[config.mk]
export PLATFORM = sky130hd
export DESIGN_NAME = nand_ecc_seq
export DESIGN_NICKNAME = d
export VERILOG_FILES = /design/src/rtl/nes_pkg.sv /design/src/rtl/nes_counter.sv /design/src/rtl/nes_search_timer.sv /design/src/rtl/nand_ecc_seq.sv
export SDC_FILE = /design/constraint.sdc
export NUM_CORES = 1
export LEC_CHECK = 0
export BUFFER_PORTS_ARGS = -buffer_cell sky130_fd_sc_hd__buf_4
export CORE_MARGIN = 4
export CORE_UTILIZATION = 49
export DETAILED_ROUTE_END_ITERATION = 16
export PLACE_DENSITY = 0.78
export SYNTH_ARGS = -nofsm -noshare
export SYNTH_HDL_FRONTEND = slang
export SYNTH_SLANG_ARGS = --single-unit
[constraint.sdc]
create_clock -name clk -period 2.33 [get_ports clk]
set_input_delay 0.1165 -clock clk [delete_from_list [all_inputs] [get_ports clk]]
set_output_delay 0.1165 -clock clk [all_outputs]
set_load 0.03 [all_outputs]
[src/rtl/nes_pkg.sv]
package nes_pkg;
    localparam int CTRL_INIT_BIT = 5;
    localparam int CTRL_LOCK_BIT = 7;
    localparam int STAT_DONE_BIT = 6;
    localparam int STAT_ERR_BIT  = 0;
    localparam logic [1:0] TYPE_MULTI = 2'b01;

    typedef struct packed {
        logic active;
        logic short_sel;
        logic lock;
        logic done;
        logic err;
        logic searching;
        logic load;
        logic start;
    } seq_state_t;
endpackage

[src/rtl/nes_counter.sv]
module nes_counter #(
    parameter int W = 8
) (
    input  logic         clk,
    input  logic         rst_n,
    input  logic         clr,
    input  logic         inc,
    output logic [W-1:0] cnt
);
    logic [W-1:0] cnt_d, cnt_q;

    always_comb begin
        cnt_d = cnt_q;
        if (clr)
            cnt_d = '0;
        else if (inc)
            cnt_d = cnt_q + W'(1);
    end

    always_ff @(posedge clk or negedge rst_n) begin
        if (!rst_n) cnt_q <= '0;
        else        cnt_q <= cnt_d;
    end

    assign cnt = cnt_q;
endmodule

[src/rtl/nes_search_timer.sv]
module nes_search_timer #(
    parameter int LAT = 372
) (
    input  logic clk,
    input  logic rst_n,
    input  logic clr,
    input  logic run,
    output logic expire
);
    localparam int TW = $clog2(LAT + 1);

    logic [TW-1:0] tick_q;

    nes_counter #(.W(TW)) u_tick (
        .clk   (clk),
        .rst_n (rst_n),
        .clr   (clr),
        .inc   (run && !expire),
        .cnt   (tick_q)
    );

    assign expire = run && !clr && (tick_q == TW'(LAT - 1));
endmodule

[src/rtl/nand_ecc_seq.sv]
module nand_ecc_seq
    import nes_pkg::*;
#(
    parameter int LONG_LEN   = 512,
    parameter int SHORT_LEN  = 24,
    parameter int PAR_BYTES  = 13,
    parameter int SEARCH_CYC = 372
) (
    input  logic       clk,
    input  logic       rst_n,
    input  logic       ctrl_we,
    input  logic [7:0] ctrl_wdata,
    input  logic       cfg_short,
    input  logic [1:0] cfg_type,
    input  logic       byte_valid,
    input  logic       xfer_wr,
    input  logic       par_valid,
    input  logic       eng_err_i,
    output logic [7:0] status_o,
    output logic       lock_o,
    output logic       eng_en_o,
    output logic       eng_clr_o,
    output logic       eng_load_o,
    output logic       eng_start_o
);
    localparam int BW = $clog2(LONG_LEN + 1);
    localparam int PW = $clog2(PAR_BYTES + 1);

    seq_state_t st_d, st_q;
    logic [BW-1:0] byte_cnt, msg_len;
    logic [PW-1:0] par_cnt;
    logic init_ok, msg_full, byte_ok, last_byte;
    logic par_ok, par_last, search_expire;

    always_comb begin
        init_ok   = ctrl_we && ctrl_wdata[CTRL_INIT_BIT] && !st_q.lock;
        msg_len   = st_q.short_sel ? BW'(SHORT_LEN) : BW'(LONG_LEN);
        msg_full  = (byte_cnt == msg_len);
        byte_ok   = byte_valid && st_q.active && !st_q.lock && !msg_full && !init_ok;
        last_byte = byte_ok && (byte_cnt == msg_len - BW'(1));
        par_ok    = par_valid && st_q.active && st_q.lock && msg_full
                    && !st_q.searching && !st_q.done && !init_ok
                    && (par_cnt != PW'(PAR_BYTES));
        par_last  = par_ok && (par_cnt == PW'(PAR_BYTES - 1));

        st_d       = st_q;
        st_d.load  = last_byte && xfer_wr;
        st_d.start = par_last;
        if (ctrl_we)
            st_d.lock = ctrl_wdata[CTRL_LOCK_BIT];
        if (par_last)
            st_d.searching = 1'b1;
        if (search_expire) begin
            st_d.searching = 1'b0;
            st_d.done      = 1'b1;
            st_d.err       = eng_err_i;
        end
        if (init_ok) begin
            st_d.active    = (cfg_type == TYPE_MULTI);
            st_d.short_sel = cfg_short;
            st_d.done      = 1'b0;
            st_d.err       = 1'b0;
            st_d.searching = 1'b0;
            st_d.load      = 1'b0;
            st_d.start     = 1'b0;
        end
    end

    always_ff @(posedge clk or negedge rst_n) begin
        if (!rst_n) st_q <= '0;
        else        st_q <= st_d;
    end

    nes_counter #(.W(BW)) u_bytes (
        .clk   (clk),
        .rst_n (rst_n),
        .clr   (init_ok),
        .inc   (byte_ok),
        .cnt   (byte_cnt)
    );

    nes_counter #(.W(PW)) u_parity (
        .clk   (clk),
        .rst_n (rst_n),
        .clr   (init_ok),
        .inc   (par_ok),
        .cnt   (par_cnt)
    );

    nes_search_timer #(.LAT(SEARCH_CYC)) u_timer (
        .clk    (clk),
        .rst_n  (rst_n),
        .clr    (init_ok || par_last),
        .run    (st_q.searching),
        .expire (search_expire)
    );

    always_comb begin
        status_o                = '0;
        status_o[STAT_DONE_BIT] = st_q.done;
        status_o[STAT_ERR_BIT]  = st_q.done && st_q.err;
    end

    assign lock_o      = st_q.lock;
    assign eng_en_o    = byte_ok;
    assign eng_clr_o   = init_ok;
    assign eng_load_o  = st_q.load;
    assign eng_start_o = st_q.start;
endmodule

Yosys cells after proc, flatten, opt, wreduce, memory -nomap -nowiden
Index checks and enable logic that the tools add are counted.
Word-level totals
  flip-flop bits (word level): 31
  bits of input ports: 18
  output and inout bits: 13
  logic and storage cells: 64
Cells by class
  add/sub/neg operators: 4
  equal/unequal tests: 6
  multiplexer cells: 10
  reductions and logical operators: 33
Operators by type and width (count)
  $mux W10: 3
  $eq A10 B10 Y1: 2
  $logic_and A1 B1 Y1: 20
  $mux W9: 2
  $add A10 B1 Y10 const B: 1
  $sub A10 B1 Y10 const B: 1
  $add A9 B1 Y9 const B: 1
  $eq A9 B9 Y1 const B: 1
  $mux W4: 2
  $reduce_bool A2 Y1: 4
  $logic_not A1 Y1: 7
  $mux W5: 1
  $add A4 B1 Y4 const B: 1
  $eq A4 B4 Y1 const B: 1
  $ne A4 B4 Y1 const B: 1
  $mux W3: 1
  $reduce_bool A3 Y1: 1
  $eq A2 B1 Y1 const B: 1
  $logic_or A1 B1 Y1: 1
  $mux W1: 1

Logic depth before layout (Yosys ltp)
Gate-level depths: netlist of run 1.
  depth after elaboration: 16
  depth in mapped cells: 7
  gate-level depth less buffers: 6

Cells and area by module
A second synthesis of run 1 with hierarchy kept.
Unflattened totals
  cell total of the unflattened synthesis: 165
  area total of the unflattened synthesis: 1702.9 µm²
Modules (own cells, without submodules)
  nand_ecc_seq: times used 1, cells an instance 54, area each 514.2 µm², sequential area each 200.2 µm²
  nes_counter at u_bytes: times used 1, cells an instance 47, area each 495.5 µm², sequential area each 250.2 µm²
  nes_counter at u_timer.u_tick: times used 1, cells an instance 43, area each 459.2 µm², sequential area each 225.2 µm²
  nes_counter at u_parity: times used 1, cells an instance 16, area each 192.7 µm², sequential area each 100.1 µm²
  nes_search_timer: times used 1, cells an instance 5, area each 41.3 µm², sequential area each 0.0 µm²

Worst setup path after synthesis of run 1
No wires, ideal clock.
  path kind: register to register
  start: register u_bytes.cnt_q[5], in the netlist u_bytes.cnt[5]
  end: register u_parity.cnt_q[3], in the netlist u_parity.cnt[3]
  setup time: 0.078 ns
  arrival: 2.211 ns
  data required time: 2.252 ns
  path slack: 0.041 ns
  stages on the path, launching flop included: 6
  buffers on the path: 1
  period minus slack after synthesis: 2.289 ns
  cells stage by stage: dfrtp_1 or4_4 or4_1 clkbuf_2 or4_1 a21oi_1
On the way
  longest elaborated chain between the ends: 7
RTL lines
  from (decl): RTL line nes_counter.sv:10  | logic [W-1:0] cnt_d, cnt_q;
  from (signal assigned): RTL line nes_counter.sv:22  | else cnt_q <= cnt_d;
  $eq A10 B10 Y1: RTL line nand_ecc_seq.sv:38  | msg_full = (byte_cnt == msg_len);
  $logic_and A1 B1 Y1: RTL line nand_ecc_seq.sv:41  | par_ok = par_valid && st_q.active && st_q.lock && msg_full
  $logic_and A1 B1 Y1 (3 in a row): RTL line nand_ecc_seq.sv:42  | && !st_q.searching && !st_q.done && !init_ok
  $logic_and A1 B1 Y1: RTL line nand_ecc_seq.sv:43  | && (par_cnt != PW'(PAR_BYTES));
  $reduce_bool A2 Y1 (no source line)
  to (signal assigned): RTL line nes_counter.sv:22
  to (decl): RTL line nes_counter.sv:10
Every way passes these cells.
A chain may end at the register's enable or synchronous reset.

Final worst setup path of run 1
Same ends and word-level chain as after synthesis.

==> results of run 1 <==
-- cells in the mapped netlist, drive strengths merged --
| library cell | n | area share [%] |
|---|---|---|
| nand3b | 2 | 0.88 |
| nand4b | 5 | 2.6 |
| o21ai | 6 | 1.8 |
| mux2i | 2 | 1.2 |
| and2 | 1 | 0.37 |
| buf | 7 | 3.1 |
| and4 | 1 | 0.52 |
| nand4 | 8 | 2.9 |
| or4b | 1 | 0.59 |
| nand3 | 6 | 1.8 |
| nand2 | 10 | 2.2 |
| and3 | 4 | 1.5 |
| xnor2 | 3 | 1.5 |
| or4 | 4 | 2.0 |
| nor4b | 1 | 0.52 |
| a211o | 1 | 0.59 |
| clkbuf | 6 | 1.4 |
| or3 | 2 | 0.88 |
| xor2 | 10 | 5.2 |
| a31o | 2 | 1.0 |
| or3b | 1 | 0.52 |
| nor2 | 17 | 3.8 |
| o32ai | 1 | 0.52 |
| nor3 | 2 | 0.59 |
| and3b | 1 | 0.52 |
| a21oi | 8 | 2.4 |
| conb | 1 | 0.22 |
| a211oi | 2 | 0.88 |
| nor4 | 1 | 0.37 |
| o31ai | 2 | 1.2 |
| mux2 | 2 | 1.3 |
| a32o | 1 | 0.59 |
| ha | 6 | 4.4 |
| nand2b | 3 | 1.1 |
| or2 | 2 | 0.74 |
| inv | 10 | 2.2 |
| dfrtp | 31 | 46 |
| o211ai | 1 | 0.44 |
-- state kept, by name, indices dropped and copies added, names as in the netlist --
register            flops
eng_start_o             1
eng_load_o              1
u_timer.u_tick.cnt      9
u_parity.cnt            4
st_q                    4
u_bytes.cnt            10
status_o                1
lock_o                  1
-- layout by cell type, fill, tap and decap left out, types with 5 or more instances in the layout --
master and instances:
dfrtp_1 31, buf_4 26, nor2_1 17, inv_1 10, nand2_1 10, xor2_1 10, nand4_1 8, a21oi_1 8
nand3_1 6, o21ai_0 6, ha_1 6, conb_1 6, nand4b_1 5, clkbuf_4 5
-- worst max path at each step --
stage	endpoint	slack, ns
CTS	eng_en_o	0.01
finish	u_parity.cnt[3]	0.1
global route	eng_en_o	0.05
detailed placement	u_parity.cnt[3]	0.03
global placement	u_parity.cnt[3]	0.1
floorplan	u_parity.cnt[3]	0.04
-- per-layer routing --
metal	wire, um	global-route usage [%]
met1	1500	21.2
met2	1590	28.2
met3	190	5.23
met4	64	6.08
met5	0	0
-- final cells by class --
type	count	area [um2]	area share (%)
inverters	10	37.5	1.86
clock inverters	2	35.0	1.74
multi-input cells	125	842	41.8
clock buffers	6	51.3	2.55
repair buffers	28	215	10.7
well taps	46	57.6	2.86
flip-flops and latches	31	776	38.5
-- timing repair --
item                       CTS  global route
hold endpoints to repair    32             0
setup buffers                0             0
resized for setup            0             3
setup endpoints to repair    0             4
hold buffers                 2             0
-- worst max-delay path, cell delays in order (launching register included) --
cell	delay [ns]
dfrtp_1	0.39
or4_4	0.54
or4_4	0.56
or4_1	0.53
a21oi_1	0.15
-- cells by family (layout without fill, tap and decap cells) --
family	count (synthesis)	count (layout)	synth area share (%)
AO/OA/AOI/OAI	24	24	9.36
XOR/XNOR	13	13	6.71
adder cells (fa/ha/maj)	6	6	4.42
buffers and inverters	23	46	6.71
flip-flops	31	31	45.7
multiplexers	4	4	2.51
other	1	6	0.221
AND/OR/NAND/NOR	72	72	24.4
-- metrics by stage --
step / total power (W) / instance area [um2]
after floorplan: 0.000656 / 1720
after global placement: 0.000693 / 1890
after detailed placement: 0.000697 / 1890
after CTS: 0.00114 / 2000
after global routing: 0.00119 / 2010
final: 0.00113 / 2010
-- power by group through the flow --
stage               Clock, W  Combinational (W)  Sequential [W]
floorplan                  0          0.0000748        0.000582
global placement           0           0.000111        0.000582
global route        0.000476           0.000134        0.000577
CTS                 0.000448           0.000117        0.000573
detailed placement         0           0.000114        0.000583
finish              0.000436           0.000118        0.000573
==> metrics.cfg, run 1 <==
[global_routing]
grt_max_degree=32
grt_overflow=0
grt_use_total_pct=17.2
grt_pass1_wl_um=5820
antenna_found_initial=0
grt_pass1_vias=1353

[detailed_routing]
routed_wl_um=3340
firstDrtPassIters=4
route.antenna.remaining_nets=0
vias=1360
drtIter0Drc=88
drc=0
wl_per_cell_um=13.5
vias_per_cell=5.48

[worst_setup_path]
crit_required_ns=2.59
reg2reg_depth=4
worstPathArrival_ns=2.49
rrSetupSlack_ns=0.1
critPathLaunch=u_bytes.cnt[5]
endpoint_kind=register
r2r_end=u_parity.cnt[3]
path_max_fanout=5
path_class=register to register
start_kind=register
r2r-start=u_bytes.cnt[5]

[min_path]
hp-class=primary input to register
holdPathStages=2
hold_end=lock_o
worstHoldStart=ctrl_wdata[7]

[final_layout]
fin_nets=225
fin_util_pct=60.4
insertedDiodeCount=0
area_delta_synth_final_pct=18.6
layout-drive-gt1-share_pct=24.3
fillerInstances=289
final_cell_count_no_fill=248

[clocking]
numCtsBuffers=5
cts_tree=done
clock_path_buffers=2
clock_latency_ns=0.33
cts-root-buf=clkbuf_4
clk_pin_slew_ns=0.10
cts_sinks=31
htree_levels=2

[logic_synthesis]
seq_area_frac_synth_pct=45.7
ys_ff_latch=31
yosys_warnings=0
synthDistinctLibCells=42
syn_area_um2=1700
avgSynthCellArea_um2=9.76
synthCells=174

[floorplanning]
initial_core_util_pct=50.9
die_area_um2=4470
die_height_um=66.9
core_um2=3340
ios=31
die_x_um=66.9
core.rowCount=21

[sta]
tns_ns=0
max_slew_margin_pct=63.3
clock_skew_ns=0.00525
drv_slew=0
max_clock_freq_ghz=0.447
grt_setup_unrepaired=false
tightestPinTransition_ns=0.550
fin_crit_sh_pct=95.9
layout_setup_ws_ns=0.0953
hold_violations=0
hold_slack_ns=0.0193
period_needed_ns=2.23
finalSetupViolations=0

[pwr]
internal_power_w=0.000852
p_sw_share_pct=24.4
seqPwrFrac_pct=50.9
p_sw_w=0.000275
powerDensity_nw_per_um2=559
cellLeakagePower_nw=0.969
peakVddDrop_uv=350
p_comb_share_pct=10.5
clkPwrFrac_pct=38.7

[outcome]
status=completed

[flow_run]
drv_cap=0

[placed_design]
io_buffers=18
place_inst=238
place_hpwl_um=2450
dp_slack_ns=0.0340
place_congestion=0.786

No activity file was read; power rests on OpenSTA's default activity.
==> run 2, diff against run 1 <==
--- a/config.mk
+++ b/config.mk
@@ -9,6 +9,7 @@
 export CORE_MARGIN = 4
 export CORE_UTILIZATION = 49
 export DETAILED_ROUTE_END_ITERATION = 16
+export HOLD_SLACK_MARGIN = 0.06
 export PLACE_DENSITY = 0.78
 export SYNTH_ARGS = -nofsm -noshare
 export SYNTH_HDL_FRONTEND = slang
==> metrics.cfg, run 2 (synthesis results as in run 1) <==
[detailed_routing]
drtIter0Drc=93
vias_per_cell=5.44
routed_wl_um=3420
drc=0
wl_per_cell_um=13.5
firstDrtPassIters=4
vias=1382
route.antenna.remaining_nets=0

[sta]
fin_crit_sh_pct=96.0
finalSetupViolations=0
period_needed_ns=2.24
layout_setup_ws_ns=0.0943
max_clock_freq_ghz=0.447
clock_skew_ns=0.00528
grt_setup_unrepaired=false
tns_ns=0
hold_violations=0
drv_slew=0
tightestPinTransition_ns=0.555
max_slew_margin_pct=63.0

[clocking]
clk_pin_slew_ns=0.10
cts_setup_buffers=0
cts_tree=done
clock_latency_ns=0.33
htree_levels=2
numCtsBuffers=5
clock_path_buffers=2
cts_sinks=31
cts-root-buf=clkbuf_4

[outcome]
status=completed

[pwr]
cellLeakagePower_nw=0.991
powerDensity_nw_per_um2=548
peakVddDrop_uv=357
clkPwrFrac_pct=38.4
p_sw_w=0.000278
p_comb_share_pct=11.2
seqPwrFrac_pct=50.4
internal_power_w=0.000859
p_sw_share_pct=24.4

[global_routing]
grt_pass1_wl_um=5940
grt_overflow=0
antenna_found_initial=0
grt_pass1_vias=1394
grt_use_total_pct=17.5
grt_max_degree=32

[floorplanning]
ios=31
core_um2=3340
initial_core_util_pct=50.9
die_height_um=66.9
die_x_um=66.9
core.rowCount=21
die_area_um2=4470

[placed_design]
io_buffers=18
dp_slack_ns=0.0340
place_congestion=0.786
place_hpwl_um=2450

[final_layout]
final_cell_mix=dfrtp_1, buf_4, nor2_1
area_delta_synth_final_pct=22.2
insertedDiodeCount=0
fin_nets=231
layout-drive-gt1-share_pct=23.6
largest_reg_flops=10
layout_commonest_cell=dfrtp_1

[worst_setup_path]
critPathMaxStageDelay_ns=0.56
cp_top_family=simple AND/OR/NAND/NOR gates
crit_buf_inv=0
crit_required_ns=2.59
cp.depth=4
path_max_fanout=5
crit_path_frequent_cell=or4_4
slowest_stage=or4_4
start_kind=register
worstPathArrival_ns=2.49
path_class=register to register
endpoint_kind=register
reg2reg_depth=4
cp_cell_sequence=or4_4 > or4_4 > or4_1 > a21oi_1

[flow_run]
drv_cap=0

[min_path]
hp-class=primary input to asynchronous set/reset pin

[run 2: layer usage]
layer  global-route usage (%)  routed length [um]  share of wire [%]  vias up
met5                        0                   0                  0        -
met2                     29.2                1650                 48       36
li1                         -                   -                  -      665
met3                     5.23                 183                5.4        8
met4                     6.08                  57                1.7        0
met1                     21.3                1530                 45      673
[run 2: what timing repair did]
item	4_1_cts	5_1_grt
hold buffers	8	0
gates resized for setup	0	3
endpoints found under the hold margin	36	0
setup endpoints to repair	0	4
[run 2: power by group through the flow]
| stage | logic (W) | clock network, W | registers [W] |
|---|---|---|---|
| after floorplan | 0.0000748 | 0 | 0.000582 |
| after global placement | 0.000111 | 0 | 0.000582 |
| after detailed placement | 0.000114 | 0 | 0.000583 |
| after CTS | 0.000125 | 0.000448 | 0.000573 |
| after global routing | 0.000143 | 0.000476 | 0.000577 |
| final | 0.000127 | 0.000437 | 0.000573 |
[run 2: worst paths after layout]
check                               startpoint                    end  slack [ns]
worst min-delay path                     rst_n            status_o[6]        0.24
worst max-delay path            u_bytes.cnt[5]        u_parity.cnt[3]        0.09
worst max register to register  u_bytes.cnt[5]        u_parity.cnt[3]        0.09
max in group asynchronous                rst_n  u_timer.u_tick.cnt[2]        1.81
worst min register to register         st_q[7]                st_q[7]        0.54
min in group clk                 ctrl_wdata[5]                st_q[7]        0.24
[run 2: through the flow]
stage / cells / power (W) / util [%] / hold WS (ns) / cell area, um2
floorplan: 179 / 0.000656 / - / -0.179 / 1720
global placement: 238 / 0.000693 / 56.7 / 0.0666 / 1890
detailed placement: 238 / 0.000697 / 56.7 / 0.0701 / 1890
CTS: 254 / 0.00115 / 61.7 / 0.221 / 2060
global route: 254 / 0.00120 / 62.2 / 0.257 / 2070
finish: 254 / 0.00114 / 62.2 / 0.238 / 2070
[run 2: cell type report]
cell class	instances	area, um2
fillers	284	1260
multi-input cells	125	842
flip-flops and latches	31	776
repair buffers	34	275
well taps	46	57.6
clock buffers	6	51.3
inverters	10	37.5
clock inverters	2	35.0
